==> src/rtl/tiltcart_pkg.sv <==
package tiltcart_pkg;

    typedef enum logic [1:0] {
        ACC_LOCKED = 2'd0,
        ACC_KEY_A  = 2'd1,
        ACC_KEY_B  = 2'd2,
        ACC_OPEN   = 2'd3
    } acc_state_e;

    typedef enum logic [1:0] {
        SMP_IDLE  = 2'd0,
        SMP_ARMED = 2'd1,
        SMP_FIRE  = 2'd2
    } smp_state_e;

    localparam logic [3:0] REG_ARM  = 4'h0;
    localparam logic [3:0] REG_FIRE = 4'h1;
    localparam logic [3:0] REG_XLO  = 4'h2;
    localparam logic [3:0] REG_XHI  = 4'h3;
    localparam logic [3:0] REG_YLO  = 4'h4;
    localparam logic [3:0] REG_YHI  = 4'h5;
    localparam logic [3:0] REG_ZERO = 4'h6;
    localparam logic [3:0] REG_PINS = 4'h8;

    localparam int PIN_CS  = 7;
    localparam int PIN_CLK = 6;
    localparam int PIN_DI  = 1;
    localparam int PIN_DO  = 0;

    localparam logic [15:0] TILT_CENTRE = 16'h81D0;

endpackage

==> src/rtl/tc_access.sv <==
module tc_access
    import tiltcart_pkg::*;
#(
    parameter int          DW            = 8,
    parameter int          BANK_W        = 7,
    parameter logic [2:0]  KEY_A_REGION  = 3'd0,
    parameter logic [2:0]  BANK_REGION   = 3'd1,
    parameter logic [2:0]  KEY_B_REGION  = 3'd2,
    parameter logic [DW-1:0] KEY_A_VAL   = 8'h0A,
    parameter logic [DW-1:0] KEY_B_VAL   = 8'h40
) (
    input  logic              clk,
    input  logic              rst_n,
    input  logic              wr_en,
    input  logic [2:0]        region,
    input  logic [DW-1:0]     wdata,
    output logic              unlocked,
    output logic [BANK_W-1:0] bank
);

    localparam logic [BANK_W-1:0] BANK_RESET = BANK_W'(1);

    acc_state_e st_q, st_d;

    logic key_a_wr, key_b_wr, bank_wr;
    assign key_a_wr = wr_en && (region == KEY_A_REGION);
    assign key_b_wr = wr_en && (region == KEY_B_REGION);
    assign bank_wr  = wr_en && (region == BANK_REGION);

    always_comb begin
        st_d = st_q;
        if (key_a_wr) begin
            if (wdata == KEY_A_VAL) begin
                unique case (st_q)
                    ACC_LOCKED: st_d = ACC_KEY_A;
                    ACC_KEY_A:  st_d = ACC_KEY_A;
                    ACC_KEY_B:  st_d = ACC_OPEN;
                    ACC_OPEN:   st_d = ACC_OPEN;
                endcase
            end else begin
                st_d = ACC_LOCKED;
            end
        end else if (key_b_wr) begin
            if (wdata == KEY_B_VAL) begin
                unique case (st_q)
                    ACC_LOCKED: st_d = ACC_KEY_B;
                    ACC_KEY_A:  st_d = ACC_OPEN;
                    ACC_KEY_B:  st_d = ACC_KEY_B;
                    ACC_OPEN:   st_d = ACC_OPEN;
                endcase
            end else begin
                unique case (st_q)
                    ACC_LOCKED: st_d = ACC_LOCKED;
                    ACC_KEY_A:  st_d = ACC_KEY_A;
                    ACC_KEY_B:  st_d = ACC_LOCKED;
                    ACC_OPEN:   st_d = ACC_KEY_A;
                endcase
            end
        end
    end

    always_ff @(posedge clk or negedge rst_n) begin
        if (!rst_n) st_q <= ACC_LOCKED;
        else        st_q <= st_d;
    end

    always_comb begin
        unlocked = (st_q == ACC_OPEN);
    end

    always_ff @(posedge clk or negedge rst_n) begin
        if (!rst_n)       bank <= BANK_RESET;
        else if (bank_wr) bank <= wdata[BANK_W-1:0];
    end

    AST_BANK_HOLD: assert property (@(posedge clk) disable iff (!rst_n)
        !bank_wr |=> $stable(bank));
    AST_KEY_A_REJECT: assert property (@(posedge clk) disable iff (!rst_n)
        (key_a_wr && wdata != KEY_A_VAL) |=> !unlocked);
    AST_KEY_B_REJECT: assert property (@(posedge clk) disable iff (!rst_n)
        (key_b_wr && wdata != KEY_B_VAL) |=> !unlocked);

endmodule

==> src/rtl/tc_sample_seq.sv <==
module tc_sample_seq
    import tiltcart_pkg::*;
#(
    parameter int            DW        = 8,
    parameter logic [DW-1:0] ARM_MASK  = 8'h55,
    parameter logic [DW-1:0] FIRE_MASK = 8'hAA
) (
    input  logic          clk,
    input  logic          rst_n,
    input  logic          arm_wr,
    input  logic          fire_wr,
    input  logic [DW-1:0] wdata,
    output logic          armed,
    output logic          sample_stb
);

    smp_state_e st_q, st_d;

    logic arm_ok, fire_ok;
    assign arm_ok  = (wdata & ARM_MASK)  == ARM_MASK;
    assign fire_ok = (wdata & FIRE_MASK) == FIRE_MASK;

    always_comb begin
        st_d = st_q;
        unique case (st_q)
            SMP_IDLE, SMP_FIRE: begin
                if (arm_wr && arm_ok) st_d = SMP_ARMED;
                else                  st_d = SMP_IDLE;
            end
            SMP_ARMED: begin
                if (arm_wr)       st_d = arm_ok  ? SMP_ARMED : SMP_IDLE;
                else if (fire_wr) st_d = fire_ok ? SMP_FIRE  : SMP_IDLE;
            end
            default: st_d = SMP_IDLE;
        endcase
    end

    always_ff @(posedge clk or negedge rst_n) begin
        if (!rst_n) st_q <= SMP_IDLE;
        else        st_q <= st_d;
    end

    always_comb begin
        armed      = (st_q == SMP_ARMED);
        sample_stb = (st_q == SMP_FIRE);
    end

    AST_STB_SINGLE: assert property (@(posedge clk) disable iff (!rst_n)
        sample_stb |=> !sample_stb);
    AST_FIRE_DISARMS: assert property (@(posedge clk) disable iff (!rst_n)
        fire_wr |=> !armed);
    AST_ARM_PATTERN: assert property (@(posedge clk) disable iff (!rst_n)
        $rose(armed) |-> $past(arm_wr && arm_ok));

endmodule

==> src/rtl/tc_tilt_hold.sv <==
module tc_tilt_hold #(
    parameter int            TW     = 16,
    parameter logic [TW-1:0] CENTRE = 16'h81D0
) (
    input  logic          clk,
    input  logic          rst_n,
    input  logic          capture,
    input  logic [TW-1:0] raw_x,
    input  logic [TW-1:0] raw_y,
    output logic [TW-1:0] x_val,
    output logic [TW-1:0] y_val
);

    logic [TW-1:0] raw_q [2];
    logic [TW-1:0] hold_q [2];

    assign raw_q[0] = raw_x;
    assign raw_q[1] = raw_y;

    for (genvar g = 0; g < 2; g++) begin : g_axis
        always_ff @(posedge clk or negedge rst_n) begin
            if (!rst_n)       hold_q[g] <= CENTRE;
            else if (capture) hold_q[g] <= CENTRE - raw_q[g];
        end
    end

    assign x_val = hold_q[0];
    assign y_val = hold_q[1];

    AST_HOLD_STABLE: assert property (@(posedge clk) disable iff (!rst_n)
        !capture |=> ($stable(x_val) && $stable(y_val)));

endmodule

==> src/rtl/tc_readmux.sv <==
module tc_readmux
    import tiltcart_pkg::*;
#(
    parameter int DW = 8,
    parameter int TW = 16
) (
    input  logic          clk,
    input  logic          rst_n,
    input  logic          rd_en,
    input  logic          open_win,
    input  logic [3:0]    idx,
    input  logic [TW-1:0] x_val,
    input  logic [TW-1:0] y_val,
    input  logic [DW-1:0] pin_rd,
    output logic [DW-1:0] rdata
);

    localparam logic [DW-1:0] FILL = '1;

    logic [DW-1:0] sel_d;

    always_comb begin
        sel_d = FILL;
        if (open_win) begin
            case (idx)
                REG_XLO:  sel_d = x_val[DW-1:0];
                REG_XHI:  sel_d = x_val[2*DW-1:DW];
                REG_YLO:  sel_d = y_val[DW-1:0];
                REG_YHI:  sel_d = y_val[2*DW-1:DW];
                REG_ZERO: sel_d = '0;
                REG_PINS: sel_d = pin_rd;
                default:  sel_d = FILL;
            endcase
        end
    end

    always_ff @(posedge clk or negedge rst_n) begin
        if (!rst_n)     rdata <= FILL;
        else if (rd_en) rdata <= sel_d;
    end

    AST_RDATA_HOLD: assert property (@(posedge clk) disable iff (!rst_n)
        !rd_en |=> $stable(rdata));
    AST_CLOSED_READ: assert property (@(posedge clk) disable iff (!rst_n)
        (rd_en && !open_win) |=> (rdata == FILL));

endmodule

==> src/rtl/tiltcart_regs.sv <==
module tiltcart_regs
    import tiltcart_pkg::*;
#(
    parameter int         AW         = 16,
    parameter int         DW         = 8,
    parameter int         BANK_W     = 7,
    parameter int         TW         = 16,
    parameter logic [2:0] WIN_REGION = 3'd5
) (
    input  logic              clk,
    input  logic              rst_n,
    input  logic [AW-1:0]     bus_addr,
    input  logic [DW-1:0]     bus_wdata,
    input  logic              bus_wr,
    input  logic              bus_rd,
    input  logic [TW-1:0]     raw_tilt_x,
    input  logic [TW-1:0]     raw_tilt_y,
    input  logic              eep_dout,
    output logic [DW-1:0]     bus_rdata,
    output logic [BANK_W-1:0] rom_bank,
    output logic              sample_stb,
    output logic [DW-1:0]     eep_pins
);

    localparam int IDX_LSB   = 4;
    localparam int NUM_DRIVE = 3;
    localparam int DRIVE_POS [NUM_DRIVE] = '{PIN_CS, PIN_CLK, PIN_DI};

    logic [2:0] region;
    logic [3:0] idx;
    logic       unlocked, in_win, open_win, win_wr;
    logic       arm_wr, fire_wr, pins_wr, armed;
    logic [TW-1:0] x_val, y_val;
    logic [NUM_DRIVE-1:0] drive_q;
    logic [DW-1:0] pin_rd;

    assign region   = bus_addr[AW-1:AW-3];
    assign idx      = bus_addr[IDX_LSB+3:IDX_LSB];
    assign in_win   = (region == WIN_REGION);
    assign open_win = in_win && unlocked;
    assign win_wr   = bus_wr && open_win;
    assign arm_wr   = win_wr && (idx == REG_ARM);
    assign fire_wr  = win_wr && (idx == REG_FIRE);
    assign pins_wr  = win_wr && (idx == REG_PINS);

    tc_access #(.DW(DW), .BANK_W(BANK_W)) access_i (
        .clk      (clk),
        .rst_n    (rst_n),
        .wr_en    (bus_wr),
        .region   (region),
        .wdata    (bus_wdata),
        .unlocked (unlocked),
        .bank     (rom_bank)
    );

    tc_sample_seq #(.DW(DW)) seq_i (
        .clk        (clk),
        .rst_n      (rst_n),
        .arm_wr     (arm_wr),
        .fire_wr    (fire_wr),
        .wdata      (bus_wdata),
        .armed      (armed),
        .sample_stb (sample_stb)
    );

    tc_tilt_hold #(.TW(TW), .CENTRE(TILT_CENTRE)) hold_i (
        .clk     (clk),
        .rst_n   (rst_n),
        .capture (sample_stb),
        .raw_x   (raw_tilt_x),
        .raw_y   (raw_tilt_y),
        .x_val   (x_val),
        .y_val   (y_val)
    );

    for (genvar g = 0; g < NUM_DRIVE; g++) begin : g_drive
        always_ff @(posedge clk or negedge rst_n) begin
            if (!rst_n)       drive_q[g] <= 1'b0;
            else if (pins_wr) drive_q[g] <= bus_wdata[DRIVE_POS[g]];
        end
    end

    always_comb begin
        eep_pins = '0;
        for (int i = 0; i < NUM_DRIVE; i++) begin
            eep_pins[DRIVE_POS[i]] = drive_q[i];
        end
        pin_rd         = eep_pins;
        pin_rd[PIN_DO] = eep_dout;
    end

    tc_readmux #(.DW(DW), .TW(TW)) rmux_i (
        .clk      (clk),
        .rst_n    (rst_n),
        .rd_en    (bus_rd),
        .open_win (open_win),
        .idx      (idx),
        .x_val    (x_val),
        .y_val    (y_val),
        .pin_rd   (pin_rd),
        .rdata    (bus_rdata)
    );

    AST_CLOSED_PINS: assert property (@(posedge clk) disable iff (!rst_n)
        (bus_wr && !unlocked) |=> $stable(eep_pins));
    AST_STB_NEEDS_OPEN: assert property (@(posedge clk) disable iff (!rst_n)
        sample_stb |-> $past(unlocked));
    AST_PINS_PASSIVE: assert property (@(posedge clk) disable iff (!rst_n)
        !pins_wr |=> $stable(eep_pins));

endmodule

==> config.mk <==
export PLATFORM = sky130hd
export DESIGN_NAME = tiltcart_regs
export DESIGN_NICKNAME = d
export VERILOG_FILES = /design/src/rtl/tiltcart_pkg.sv /design/src/rtl/tc_access.sv /design/src/rtl/tc_sample_seq.sv /design/src/rtl/tc_tilt_hold.sv /design/src/rtl/tc_readmux.sv /design/src/rtl/tiltcart_regs.sv
export SDC_FILE = /design/constraint.sdc
export NUM_CORES = 1
export LEC_CHECK = 0
export BUFFER_PORTS_ARGS = -buffer_cell sky130_fd_sc_hd__buf_2
export CAP_MARGIN = 30
export CORE_ASPECT_RATIO = 1.75
export CORE_UTILIZATION = 48
export DETAILED_ROUTE_END_ITERATION = 16
export PLACE_DENSITY = 0.74
export SLEW_MARGIN = 20
export SYNTH_ARGS = -nofsm -noshare
export SYNTH_HDL_FRONTEND = slang
export SYNTH_HIERARCHICAL = 1
export SYNTH_SLANG_ARGS = --single-unit
==> constraint.sdc <==
create_clock -name clk -period 2 [get_ports clk]
set_clock_uncertainty 0.15 [all_clocks]
set_input_delay 0 -clock clk [delete_from_list [all_inputs] [get_ports clk]]
set_output_delay 0 -clock clk [all_outputs]
set_load 0.005 [all_outputs]
==> out/metrics.csv <==
metric,value,unit
status,finished with violations,
failing checks,hold timing,
Reg area,1380,sq um
Syn. warnings,6,
first-pass GRT wire length,13800,um
gr usage total,24.9,%
Leak Pwr,1.85,nW
Initial DRC Count,151,
placed cell areas,3700,sq um
Cells after DPL,449,
final wirelength,8050,um
Clock Power Share,38.9,%
layout cells sized above 1,38.7,%
CTS max path bufs,2,
Initial Util,49.8,%
final cell count without fillers,503,
slowest cell on the critical path,dlygate4sd3_1,
"Setup violations, final",0,
Max-slew headroom,64.1,%
num rows,39,
DR vias/cell,5.60,
post-DP HPWL,5700,um
WP buf/inv,2,
HP Class,input pin to flip-flop,
largest net degree at the start of global routing,55,
"most common cell after layout, fill and taps aside",buf_2,
Gate power share,16.3,%
Antenna Cells,0,
"slowest stage delay, CP",580,ps
share of power burned in registers,44.8,%
CP startpoint kind,flip-flop,
fin util,66.6,%
CTS tree,yes,
Final period util,95.1,%
Layout Area Growth over Synthesis,33.6,%
switching share of power,23.0,%
area of the multi-input gates,1810,sq um
port bufs,70,
CP max FO,13,
DRT Pass-1 Iters,4,
Via Count,2817,
clock edge transition at the registers on the reported setup and hold paths,60,ps
"Req. time, crit path",2080,ps
"commonest cells after routing, fill and taps aside","buf_2, dlygate4sd3_1, mux2_2",
Worst-Margin Slew,536,ps
P_int,1.96,mW
max-cap violation count,0,
Mapped Area,3260,sq um
f_max,526,MHz
Root Driver,clkbuf_16,
die footprint,7130,sq um
Fillers,543,
crit path cell chain,and2b_4 > buf_6 > nand4_1 > dlygate4sd3_1 > nand3_1,
drt drc,0,
dominant delay contributor by cell family on the critical path,buffers and inverters,
worst skew pair latency,290,ps
# IOs,85,
"Worst Path Class, Setup",flip-flop to flip-flop,
Layout Cell Area excl Fill,4350,sq um
RSZ-0062 raised after global routing,false,
total gr overflow,0,
die width,64.3,um
Final min period,1900,ps
Sink Count,54,
Power Density,586,nW/um^2
Post-layout nets,483,
Crit. End Element,flip-flop,
die height,111,um
Antenna Nets Post-Route,0,
post-synthesis cell count,301,
Max VDD drop,0.334,mV
setup_tns,0,ps
Num CTS Buffers,5,
hold slack,-6.11,ps
P_sw,0.587,mW
htree depth,2,
max-slew violation count,0,
Synth Area per Inst,10.8,sq um
Hold Fails Final Rpt,1,
placer congestion estimate,0.766,
Wirelength per Cell,16.0,um
Core Footprint,6540,sq um
Arrival @ worst endpoint,1980,ps
vias in the first global route,2971,
initial antenna violation count,0,
[area by class of cell]
class | instances | share of cell area (%)
Inverter | 5 | 0.431
Sequential cell | 54 | 31.6
Clock inverter | 1 | 0.690
Clock buffer | 7 | 3.28
Multi-Input combinational cell | 234 | 41.7
Tap cell | 82 | 2.36
Timing Repair Buffer | 120 | 20.0
[final timing paths]
kind	end	depth (start not counted)	slack, ps	startpoint
min in group asynchronous	access_i/bank[6]	3	90	rst_n
min reg2reg	hold_i/y_val[14]	2	340	hold_i/y_val[14]
max	hold_i/x_val[11]	5	100	seq_i/st_q[0]
min	hold_i/x_val[15]	5	-6	raw_tilt_x[12]
max in group asynchronous	rmux_i/rdata[1]	3	1310	rst_n
max reg2reg	hold_i/x_val[11]	5	100	seq_i/st_q[0]
[power by group through the flow]
stage	clock, mW	sequential, mW	combinational, mW
floorplan	0	1.17	0.165
global placement	0	1.16	0.343
detailed placement	0	1.16	0.351
CTS	1.02	1.14	0.417
global route	1.05	1.15	0.455
finish	0.993	1.14	0.416
[flip-flops by register name, indices dropped and copies added (netlist names)]
register,cells
access_i/bank,7
seq_i/st_q,2
access_i/st_q,2
hold_i/x_val,16
hold_i/y_val,16
rmux_i/rdata,8
eep_pins,3
[worst register-to-register path: stages, from the launching register on]
cell and delay [ps]:
dfrtp_1 390, and2b_4 360, buf_6 190, nand4_1 100, dlygate4sd3_1 580, nand3_1 80
[stage by stage]
| stage | worst slack, ps | power [mW] |
|---|---|---|
| 2_1_floorplan | 224 | 1.33 |
| 3_3_place_gp | 235 | 1.50 |
| 3_5_place_dp | 206 | 1.51 |
| 4_1_cts | 12.3 | 2.58 |
| 5_1_grt | 16.8 | 2.65 |
| 6_report | 97.5 | 2.55 |
[per-layer routing]
metal  track usage [%]  vias up  wire, um
li1                  -     1349         -
met1              26.9     1381      3020
met2              46.5       68      4550
met3              2.98       19       193
met4              11.4        0       276
met5                 0        -         0
[repair_timing]
item / CTS / global route
setup buffers: 0 / 0
hold buffers: 48 / 0
hold endpoints to repair: 99 / 0
resized for setup: 0 / 4
setup endpoints to repair: 0 / 6
(Power assumes the default switching activity.)
